## src/rtl/fpe_pkg.sv

```systemverilog
package fpe_pkg;

  localparam int STATUS_W  = 8;
  localparam int BIT_DONE  = 7;
  localparam int BIT_TOG   = 6;
  localparam int BIT_LIMIT = 5;

  typedef enum logic {
    ST_IDLE = 1'b0,
    ST_READ = 1'b1
  } fpe_state_t;

  typedef enum logic [1:0] {
    PH_FIRST  = 2'd0,
    PH_POLL   = 2'd1,
    PH_CONF_A = 2'd2,
    PH_CONF_B = 2'd3
  } fpe_phase_t;

  function automatic logic done_bit_agrees(input logic [STATUS_W-1:0] rd,
                                           input logic [STATUS_W-1:0] want);
    return rd[BIT_DONE] == want[BIT_DONE];
  endfunction

  function automatic logic tog_bit_moved(input logic [STATUS_W-1:0] now_b,
                                         input logic [STATUS_W-1:0] before_b);
    return now_b[BIT_TOG] != before_b[BIT_TOG];
  endfunction

  function automatic logic limit_seen(input logic [STATUS_W-1:0] rd);
    return rd[BIT_LIMIT];
  endfunction

endpackage

```

## src/rtl/fpe_verdict.sv

```systemverilog
module fpe_verdict
  import fpe_pkg::*;
(
  input  logic                toggle_mode,
  input  fpe_phase_t          phase,
  input  logic [STATUS_W-1:0] rd_byte,
  input  logic [STATUS_W-1:0] want_byte,
  input  logic [STATUS_W-1:0] prev_byte,
  output logic                conclude,
  output logic                good,
  output fpe_phase_t          nxt_phase,
  output logic                keep_byte
);

  logic agree;
  logic moved;
  logic limit;

  assign agree = done_bit_agrees(rd_byte, want_byte);
  assign moved = tog_bit_moved(rd_byte, prev_byte);
  assign limit = limit_seen(rd_byte);

  always_comb begin
    conclude  = 1'b0;
    good      = 1'b0;
    nxt_phase = phase;
    keep_byte = 1'b0;
    if (!toggle_mode) begin
      if (phase == PH_CONF_A) begin
        conclude = 1'b1;
        good     = agree;
      end else if (agree) begin
        conclude = 1'b1;
        good     = 1'b1;
      end else if (limit) begin
        nxt_phase = PH_CONF_A;
      end else begin
        nxt_phase = PH_POLL;
      end
    end else begin
      case (phase)
        PH_FIRST: begin
          keep_byte = 1'b1;
          nxt_phase = PH_POLL;
        end
        PH_POLL: begin
          if (!moved) begin
            conclude = 1'b1;
            good     = 1'b1;
          end else if (limit) begin
            nxt_phase = PH_CONF_A;
          end else begin
            keep_byte = 1'b1;
          end
        end
        PH_CONF_A: begin
          keep_byte = 1'b1;
          nxt_phase = PH_CONF_B;
        end
        default: begin
          conclude = 1'b1;
          good     = !moved;
        end
      endcase
    end
  end

endmodule

```

## src/rtl/fpe_watchdog.sv

```systemverilog
module fpe_watchdog #(
  parameter int LIMIT = 4096
) (
  input  logic clk,
  input  logic rst_n,
  input  logic clear,
  input  logic run,
  output logic expire
);

  localparam int CNT_W = $clog2(LIMIT + 1);
  localparam logic [CNT_W-1:0] LAST = CNT_W'(LIMIT - 1);

  logic [CNT_W-1:0] cnt_q;

  always_ff @(posedge clk) begin
    if (!rst_n) begin
      cnt_q <= '0;
    end else if (clear) begin
      cnt_q <= '0;
    end else if (run && cnt_q != LAST) begin
      cnt_q <= cnt_q + 1'b1;
    end
  end

  assign expire = run && (cnt_q == LAST);

  // the count never passes the limit while a poll runs
  a_r9_count_bounded: assert property (@(posedge clk) disable iff (!rst_n)
    run |-> (cnt_q < CNT_W'(LIMIT)));

  // a fresh poll starts its window from zero
  a_r9_clear_restarts: assert property (@(posedge clk) disable iff (!rst_n)
    clear |=> (cnt_q == '0));

endmodule

```

## src/rtl/flash_poll_engine.sv

```systemverilog
module flash_poll_engine
  import fpe_pkg::*;
#(
  parameter int ADDR_W   = 20,
  parameter int WD_LIMIT = 4096
) (
  input  logic              clk,
  input  logic              rst_n,
  input  logic              start_i,
  input  logic              toggle_mode_i,
  input  logic [ADDR_W-1:0] poll_addr_i,
  input  logic [7:0]        expect_i,
  output logic              rd_req_o,
  output logic [ADDR_W-1:0] rd_addr_o,
  input  logic              rd_ack_i,
  input  logic [7:0]        rd_data_i,
  output logic              done_o,
  output logic              pass_o,
  output logic              fail_o
);

  fpe_state_t          state_q;
  fpe_phase_t          phase_q;
  logic                mode_q;
  logic [STATUS_W-1:0] exp_q;
  logic [STATUS_W-1:0] prev_q;
  logic [ADDR_W-1:0]   addr_q;
  logic                done_q;
  logic                pass_q;
  logic                fail_q;

  logic       busy;
  logic       start_take;
  logic       rd_take;
  logic       dec_conclude;
  logic       dec_good;
  logic       dec_keep;
  fpe_phase_t dec_phase;
  logic       wd_expire;
  logic       conclude_rd;
  logic       wd_fail;
  logic       finish;
  logic       verdict_good;

  assign busy       = (state_q == ST_READ);
  assign start_take = (state_q == ST_IDLE) && start_i;
  assign rd_take    = busy && rd_ack_i;

  fpe_verdict u_verdict (
    .toggle_mode (mode_q),
    .phase       (phase_q),
    .rd_byte     (rd_data_i),
    .want_byte   (exp_q),
    .prev_byte   (prev_q),
    .conclude    (dec_conclude),
    .good        (dec_good),
    .nxt_phase   (dec_phase),
    .keep_byte   (dec_keep)
  );

  fpe_watchdog #(.LIMIT(WD_LIMIT)) u_watchdog (
    .clk    (clk),
    .rst_n  (rst_n),
    .clear  (start_take),
    .run    (busy),
    .expire (wd_expire)
  );

  assign conclude_rd  = rd_take && dec_conclude;
  assign wd_fail      = wd_expire && !conclude_rd;
  assign finish       = conclude_rd || wd_fail;
  assign verdict_good = conclude_rd && dec_good;

  always_ff @(posedge clk) begin
    if (!rst_n) begin
      state_q <= ST_IDLE;
      phase_q <= PH_FIRST;
      mode_q  <= 1'b0;
      exp_q   <= '0;
      prev_q  <= '0;
      addr_q  <= '0;
      done_q  <= 1'b0;
      pass_q  <= 1'b0;
      fail_q  <= 1'b0;
    end else begin
      done_q <= finish;
      if (start_take) begin
        state_q <= ST_READ;
        phase_q <= PH_FIRST;
        mode_q  <= toggle_mode_i;
        exp_q   <= expect_i;
        addr_q  <= poll_addr_i;
        pass_q  <= 1'b0;
        fail_q  <= 1'b0;
      end else if (finish) begin
        state_q <= ST_IDLE;
        pass_q  <= verdict_good;
        fail_q  <= !verdict_good;
      end else if (rd_take) begin
        phase_q <= dec_phase;
        if (dec_keep) prev_q <= rd_data_i;
      end
    end
  end

  assign rd_req_o  = busy;
  assign rd_addr_o = addr_q;
  assign done_o    = done_q;
  assign pass_o    = pass_q;
  assign fail_o    = fail_q;

  // the verdict strobe lasts one cycle
  a_r10_done_single: assert property (@(posedge clk) disable iff (!rst_n)
    done_o |=> !done_o);

  // a strobe always carries exactly one result
  a_r10_one_result: assert property (@(posedge clk) disable iff (!rst_n)
    done_o |-> (pass_o ^ fail_o));

  // result held while idle and no start arrives
  a_r10_result_held: assert property (@(posedge clk) disable iff (!rst_n)
    (!busy && !start_i) |=> ($stable(pass_o) && $stable(fail_o)));

  // no request is outstanding during the verdict strobe
  a_r3_req_quiet_on_done: assert property (@(posedge clk) disable iff (!rst_n)
    done_o |-> !rd_req_o);

  // address held while a request waits
  a_r3_addr_held: assert property (@(posedge clk) disable iff (!rst_n)
    (rd_req_o && !rd_ack_i) |=> $stable(rd_addr_o));

  // a running poll keeps its settings until it ends
  a_r11_settings_kept: assert property (@(posedge clk) disable iff (!rst_n)
    (busy && !finish) |=> (busy && $stable(exp_q) && $stable(mode_q)));

  // a confirming read in completion-bit mode always ends the poll
  a_r6_confirm_ends: assert property (@(posedge clk) disable iff (!rst_n)
    (busy && !mode_q && phase_q == PH_CONF_A && rd_ack_i) |=> done_o);

endmodule

```

## config.mk

```make
export PLATFORM = sky130hd
export DESIGN_NAME = flash_poll_engine
export DESIGN_NICKNAME = d
export VERILOG_FILES = /design/src/rtl/fpe_pkg.sv /design/src/rtl/fpe_verdict.sv /design/src/rtl/fpe_watchdog.sv /design/src/rtl/flash_poll_engine.sv
export SDC_FILE = /design/constraint.sdc
export NUM_CORES = 1
export LEC_CHECK = 0
export BUFFER_PORTS_ARGS = -buffer_cell sky130_fd_sc_hd__buf_2
export CAP_MARGIN = 5
export CORE_UTILIZATION = 46
export CTS_BUF_LIST = sky130_fd_sc_hd__clkbuf_4 sky130_fd_sc_hd__clkbuf_8
export CTS_CLUSTER_DIAMETER = 50
export DETAILED_ROUTE_END_ITERATION = 8
export PLACE_DENSITY = 0.77
export SYNTH_ARGS = -nofsm -noshare
export SYNTH_HDL_FRONTEND = slang
export SYNTH_SLANG_ARGS = --single-unit
```

## constraint.sdc

```tcl
create_clock -name clk -period 1.7 [get_ports clk]
set_clock_uncertainty 0.05 [all_clocks]
set_input_delay 0.17 -clock clk [delete_from_list [all_inputs] [get_ports clk]]
set_output_delay 0.17 -clock clk [all_outputs]
set_load 0.1 [all_outputs]
```

## After elaboration in Yosys (flattened, before gate mapping)

Index checks and enable logic that the tools add are counted.
Widths: inputs -> output; s select.

| word-level totals | value |
|---|---|
| register bits | 55 |
| bits of input ports | 41 |
| output and inout port bits | 24 |

| operators by class | value |
|---|---|
| $add $sub $neg | 1 |
| equal/unequal tests | 11 |
| muxes and demuxes | 21 |
| bitwise gates (word level) | 4 |
| reduce and logical (&&, ||, !) cells | 17 |

Operators by type and width:

| kind | number |
|---|---|
| $add 13x1->13 const B | 1 |
| $eq 13x12->1 const B | 1 |
| $ne 13x12->1 const B | 1 |
| $mux 2 | 6 |
| $mux 1 | 11 |
| $logic_and 1x1->1 | 7 |
| $reduce_and 7->1 | 1 |
| $pmux 1 s2 | 3 |
| $pmux 2 s3 | 1 |
| $ne 2x2->1 const B | 2 |
| $ne 4x1->1 const B | 1 |
| $not 1->1 | 4 |
| $reduce_and 4->1 | 1 |
| $reduce_or 2->1 | 2 |
| $logic_not 1->1 | 3 |
| $ne 3x2->1 const B | 1 |
| $ne 3x3->1 const B | 1 |
| $eq 2x1->1 const B | 1 |
| $eq 2x2->1 const B | 1 |
| $logic_not 2->1 | 1 |
| $reduce_bool 2->1 | 1 |
| $eq 1x1->1 | 1 |
| $logic_or 1x1->1 | 1 |
| $ne 1x1->1 | 1 |

## Logic depth before layout (Yosys ltp)

| logic depth | value |
|---|---|
| depth in word-level cells | 10 |
| mapped depth | 6 |

## By module

From an unflattened synthesis, not the netlist that was laid out.

| second synthesis, totals | value |
|---|---|
| cells, all modules | 278 |
| area total of the unflattened synthesis | 2,414.8 µm² |

Modules (own cells, without submodules):

| module | instances | cells an instance | area an instance (µm²) |
|---|---|---|---|
| flash_poll_engine | 1 | 185 | 1,641.6 |
| fpe_watchdog | 1 | 75 | 665.6 |
| fpe_verdict | 1 | 18 | 107.6 |

## Worst setup path before layout

OpenSTA, ideal clock, no wires.

| timing path | value |
|---|---|
| path kind | reg2reg |
| start point | reg state_q (netlist: rd_req_o) |
| end point | reg phase_q[0] |
| setup time | 124 ps |
| arrival | 1,994 ps |
| required time | 1,526 ps |
| path slack | -468 ps |
| stages on the path, launching flop included | 5 |
| clock period less this slack | 2,168 ps |
| cells stage by stage | dfxtp_1 -> nand2_1 -> a311o_2 -> and4bb_4 -> mux2i_1 |

| between the ends | value |
|---|---|
| cells in the longest elaborated chain, start to end | 7 |
| elaborated cells between the ends (all ways) | 11 |

Ends and longest elaborated chain:

| item | line | source |
|---|---|---|
| start, declared | flash_poll_engine.sv:22 | `fpe_state_t state_q;` |
| start signal, assigned | flash_poll_engine.sv:76 | `state_q <= ST_IDLE;` |
| start signal, assigned | flash_poll_engine.sv:88 | `state_q <= ST_READ;` |
| start signal, assigned | flash_poll_engine.sv:96 | `state_q <= ST_IDLE;` |
| $logic_and 1x1->1 | flash_poll_engine.sv:47 | `assign rd_take = busy && rd_ack_i;` |
| $logic_and 1x1->1 | flash_poll_engine.sv:69 | `assign conclude_rd = rd_take && dec_conclude;` |
| $logic_not 1->1 | flash_poll_engine.sv:70 | `assign wd_fail = wd_expire && !conclude_rd;` |
| $logic_and 1x1->1 | flash_poll_engine.sv:70 |  |
| $logic_or 1x1->1 | flash_poll_engine.sv:71 | `assign finish = conclude_rd \|\| wd_fail;` |
| $not 1->1 (no line) | -- |  |
| $reduce_and 7->1 (no line) | -- |  |
| end signal, assigned | flash_poll_engine.sv:100 | `phase_q <= dec_phase;` |
| end, declared | flash_poll_engine.sv:23 | `fpe_phase_t phase_q;` |

Several ways; a longest one is shown, not always the timed one.
A chain may end at the register's enable or synchronous reset.

## Worst setup path in the final report

| timing path | value |
|---|---|
| start point | reg u_watchdog.cnt_q[0] |
| end point | reg phase_q[0] |

| between the ends | value |
|---|---|
| cells in the longest elaborated chain, start to end | 6 |

Ends and longest elaborated chain:

| item | line | source |
|---|---|---|
| start, declared | fpe_watchdog.sv:14 | `logic [CNT_W-1:0] cnt_q;` |
| start signal, assigned | fpe_watchdog.sv:22 | `cnt_q <= cnt_q + 1'b1;` |
| $eq 13x12->1 | fpe_watchdog.sv:26 | `assign expire = run && (cnt_q == LAST);` |
| $logic_and 1x1->1 | fpe_watchdog.sv:26 |  |
| $logic_and 1x1->1 | flash_poll_engine.sv:70 |  |
| $logic_or 1x1->1 | flash_poll_engine.sv:71 |  |
| $not 1->1 (no line) | -- |  |
| $reduce_and 7->1 (no line) | -- |  |

Every way passes these cells.

==> results.md <==
- Vias per Instance: 5.20
- Critical-path maximum fanout: 4
- WP depth: 6
- Core ar.: 3800 um2
- Post-Syn Area: about 1900 um2
- Final wirelength: 4200 um
- Most common cell after layout, fill and taps aside: nand2_1
- Post-route ant nets: 0
- Largest net degree at the start of global routing: 26
- MaxCap Viol Count: 0
- Final Cycle Share: 97.1%
- Post-synthesis sequential area ratio: roughly 44%
- # diodes: 0
- Overall die area: 4390 um2
- DR iter-0 viols: 65
- Worst Setup Start Kind: flip-flop
- H-tree depth: 2
- GRT Overall Usage: 21.3%
- Critical Path Max Stage Delay: 0.37 ns
- Sequential power share: 42.3%
- Non-filler cells, final: 333
- TritonCTS clock tree: yes
- TritonRoute pass-1 iters: 4
- CP max-delay cell: dfxtp_2
- Cell variety after synth: 41
- Comb pwr share: 19.2%
- M3 GR Usage: approximately 5.7%
- Gate Count Post-Synth: 218
- Final min period: 1.65 ns
- Ys Warns: 0
- Internal power: around 0.0017 W
- Grt met2 use: 37.0%
- Hold Buf Count CTS: 0
- Crit path buf inv count: 0
- Worst hold path class: in -> reg
- Syn Area/Cell: 8.71 um2
- Layout fillers: approximately 320
- First-pass GRT wire length: 7040 um
- Height of the die: 66.2 um
- Worst EP arrival: 1.79 ns
- CTS root buf: clkbuf_8
- GRT overflow: 0
- Worst Reg-to-Reg Cells: 6
- Via count: 1730
- Hold path depth: 3
- Port bufs: 52
- Clk pwr share: 38.5%
- Area after DPL: approximately 2300 um2
- Wire per inst: around 13 um
- Area Overhead vs Synth: 32.0%
- WS Path Type: reg -> reg
- Footprint of the multi-input gates: 1050 um2
- DP HPWL: 2800 um
- Post-synth ARST share: 0%
- GR peak layer: met2
- GR Util met1: 24.7%
- Placed cell count: 319
- Worst path cell trace: ha_4, nand4_1, or2_1, or2_4, and4bb_4, mux2i_1
- Max-slew headroom: 67.3%
- Leak: 1.10 nW
- Most frequent cells in the layout: 62 x nand2_1, 52 x buf_2, 35 x dfxtp_1, 22 x a21boi_0, 17 x buf_4
- Worst slew pin tran: 0.494 ns
- Number of enable flip-flop cells after synthesis: 0
- Reg area: 852 um2
- Worst-path clk slew: 0.08 ns
- Crit path max-delay family: simple AND/OR/NAND/NOR gates
- Area leader, netlist: dfxtp_1
- Data required time of the critical path: 1.84 ns
- Nets: 330
- Initial antenna violation count: 0
- Register bit count reported by yosys: between 40 and 50
- FMAX: around 610 MHz
- Final-report hold violation count: 0
- Net Switching: 0.000755 W
- Final instance area: 2510 um2
- Area share of the largest cell type after synthesis: 44.3%
- Pwr per Cell Area: 992 nW/um2
- IO Pins: 65
- CP endpoint kind: flip-flop
- VDD IR max: 0.826 mV
- Vias in the first global route: 1644
- Outcome: finished, final reports clean
- Unrepaired setup endpoints after global routing: yes
- Most area-consuming cells after synthesis: dfxtp_1 44%, nand2_1 12%, a21boi_0 8.7%
- Total clock sinks: 42
- Initial Util: 50.0%
- Syn Nets: about 260
- Clock tree buffer depth: 2
- Chip width: 66.2 um
- Worst-Skew Late Latency: 0.30 ns
- TritonCTS Buffers: 5
- Sw Share: 30.4%
- Layout cells sized above 1: 34.7%
- Top_reg_cell synth: dfxtp_1
- Final setup viols: 0
- Layout Utilization: 66.0%
- Row count: 22
- Final Wtd Congestion: 0.833
- DRC: 0
- Final Max Slew Viols: 0
-- state kept, by name (all words and copies together) (netlist names) --
name / cells
fail_o: 1
u_watchdog.cnt_q: 13
exp_q: 1
rd_req_o: 1
mode_q: 1
pass_o: 1
prev_q: 1
done_o: 1
phase_q: 2
rd_addr_o: 20
-- worst register-to-register path: cells and delay by family (launching register included) --
kind / cells / cell delay (ns)
adders and majority gates: 1 / 0.14
DFF: 1 / 0.37
muxes: 1 / 0.11
and+or+nand+nor: 4 / 0.88
-- metrics by stage --
step           hold WS (ns)  setup slack (ns)  setup TNS, ns  power, W
6_report             0.0556            0.0499              0   0.00249
5_1_grt              0.0632           -0.0118        -0.0226   0.00257
4_1_cts              0.0527           0.00663              0   0.00249
3_5_place_dp          0.377            0.0311              0   0.00154
3_3_place_gp          0.368            0.0350              0   0.00153
2_1_floorplan         0.262            0.0426              0   0.00143
-- logic make-up (layout without fill, tap and decap cells) --
family,count (synthesis),after routing,share of synthesized area [%]
DFF,42,42,44.3
muxes,5,5,2.64
and+or+nand+nor,101,101,26.0
buffers and inverters,15,82,3.03
xor gates and xnor gates,10,10,5.01
AOI/OAI and AO/OA,40,40,15.7
adders and majority gates,5,5,3.30
-- Yosys cell counts, drive strengths merged (3+ instances only) --
cell type and number:
a21boi 22, a21oi 3, clkbuf 10, dfxtp 42, ha 5, inv 5, mux2i 5, nand2 62
nand2b 3, nand3 4, nand4 3, nor2 12, o211ai 3, o21ai 3, xnor2 4, xor2 6
-- per-layer routing --
layer | share of wire, % | wire length (um)
met1 | 44 | 1830
met4 | 1.7 | 71
met2 | 49 | 2060
met3 | 5.8 | 242
met5 | 0 | 0
-- final timing paths --
path / from / to / slack (ns)
hold / removal: poll_addr_i[10] / rd_addr_o[10] / 0.06
setup / recovery: u_watchdog.cnt_q[0] / phase_q[0] / 0.05
hold reg to reg: u_watchdog.cnt_q[12] / u_watchdog.cnt_q[12] / 0.41
setup reg to reg: u_watchdog.cnt_q[0] / phase_q[0] / 0.05
-- layout make-up --
cell class | count | area share, %
inverters | 5 | 0.749
clock inverters | 3 | 2.75
repair buffers | 69 | 15.5
clock buffers | 5 | 2.75
flip-flops and latches | 42 | 34.0
multi-input cells | 161 | 41.9
well taps | 48 | 2.40
-- power by group through the flow --
stage / logic (W) / clock network (W) / registers (W)
6_report: 0.000477 / 0.000957 / 0.00105
5_1_grt: 0.000506 / 0.00101 / 0.00106
4_1_cts: 0.000472 / 0.000969 / 0.00105
3_5_place_dp: 0.000464 / 0 / 0.00107
3_3_place_gp: 0.000461 / 0 / 0.00107
2_1_floorplan: 0.000126 / 0 / 0.00131
-- what timing repair did --
action                     4_1_cts  5_1_grt
resized for setup                4       13
buffers inserted                 4        2
setup endpoints to repair        1       13
pin swaps                        2        3
gates cloned                     0        0
No activity file was read; power rests on OpenSTA's default activity.
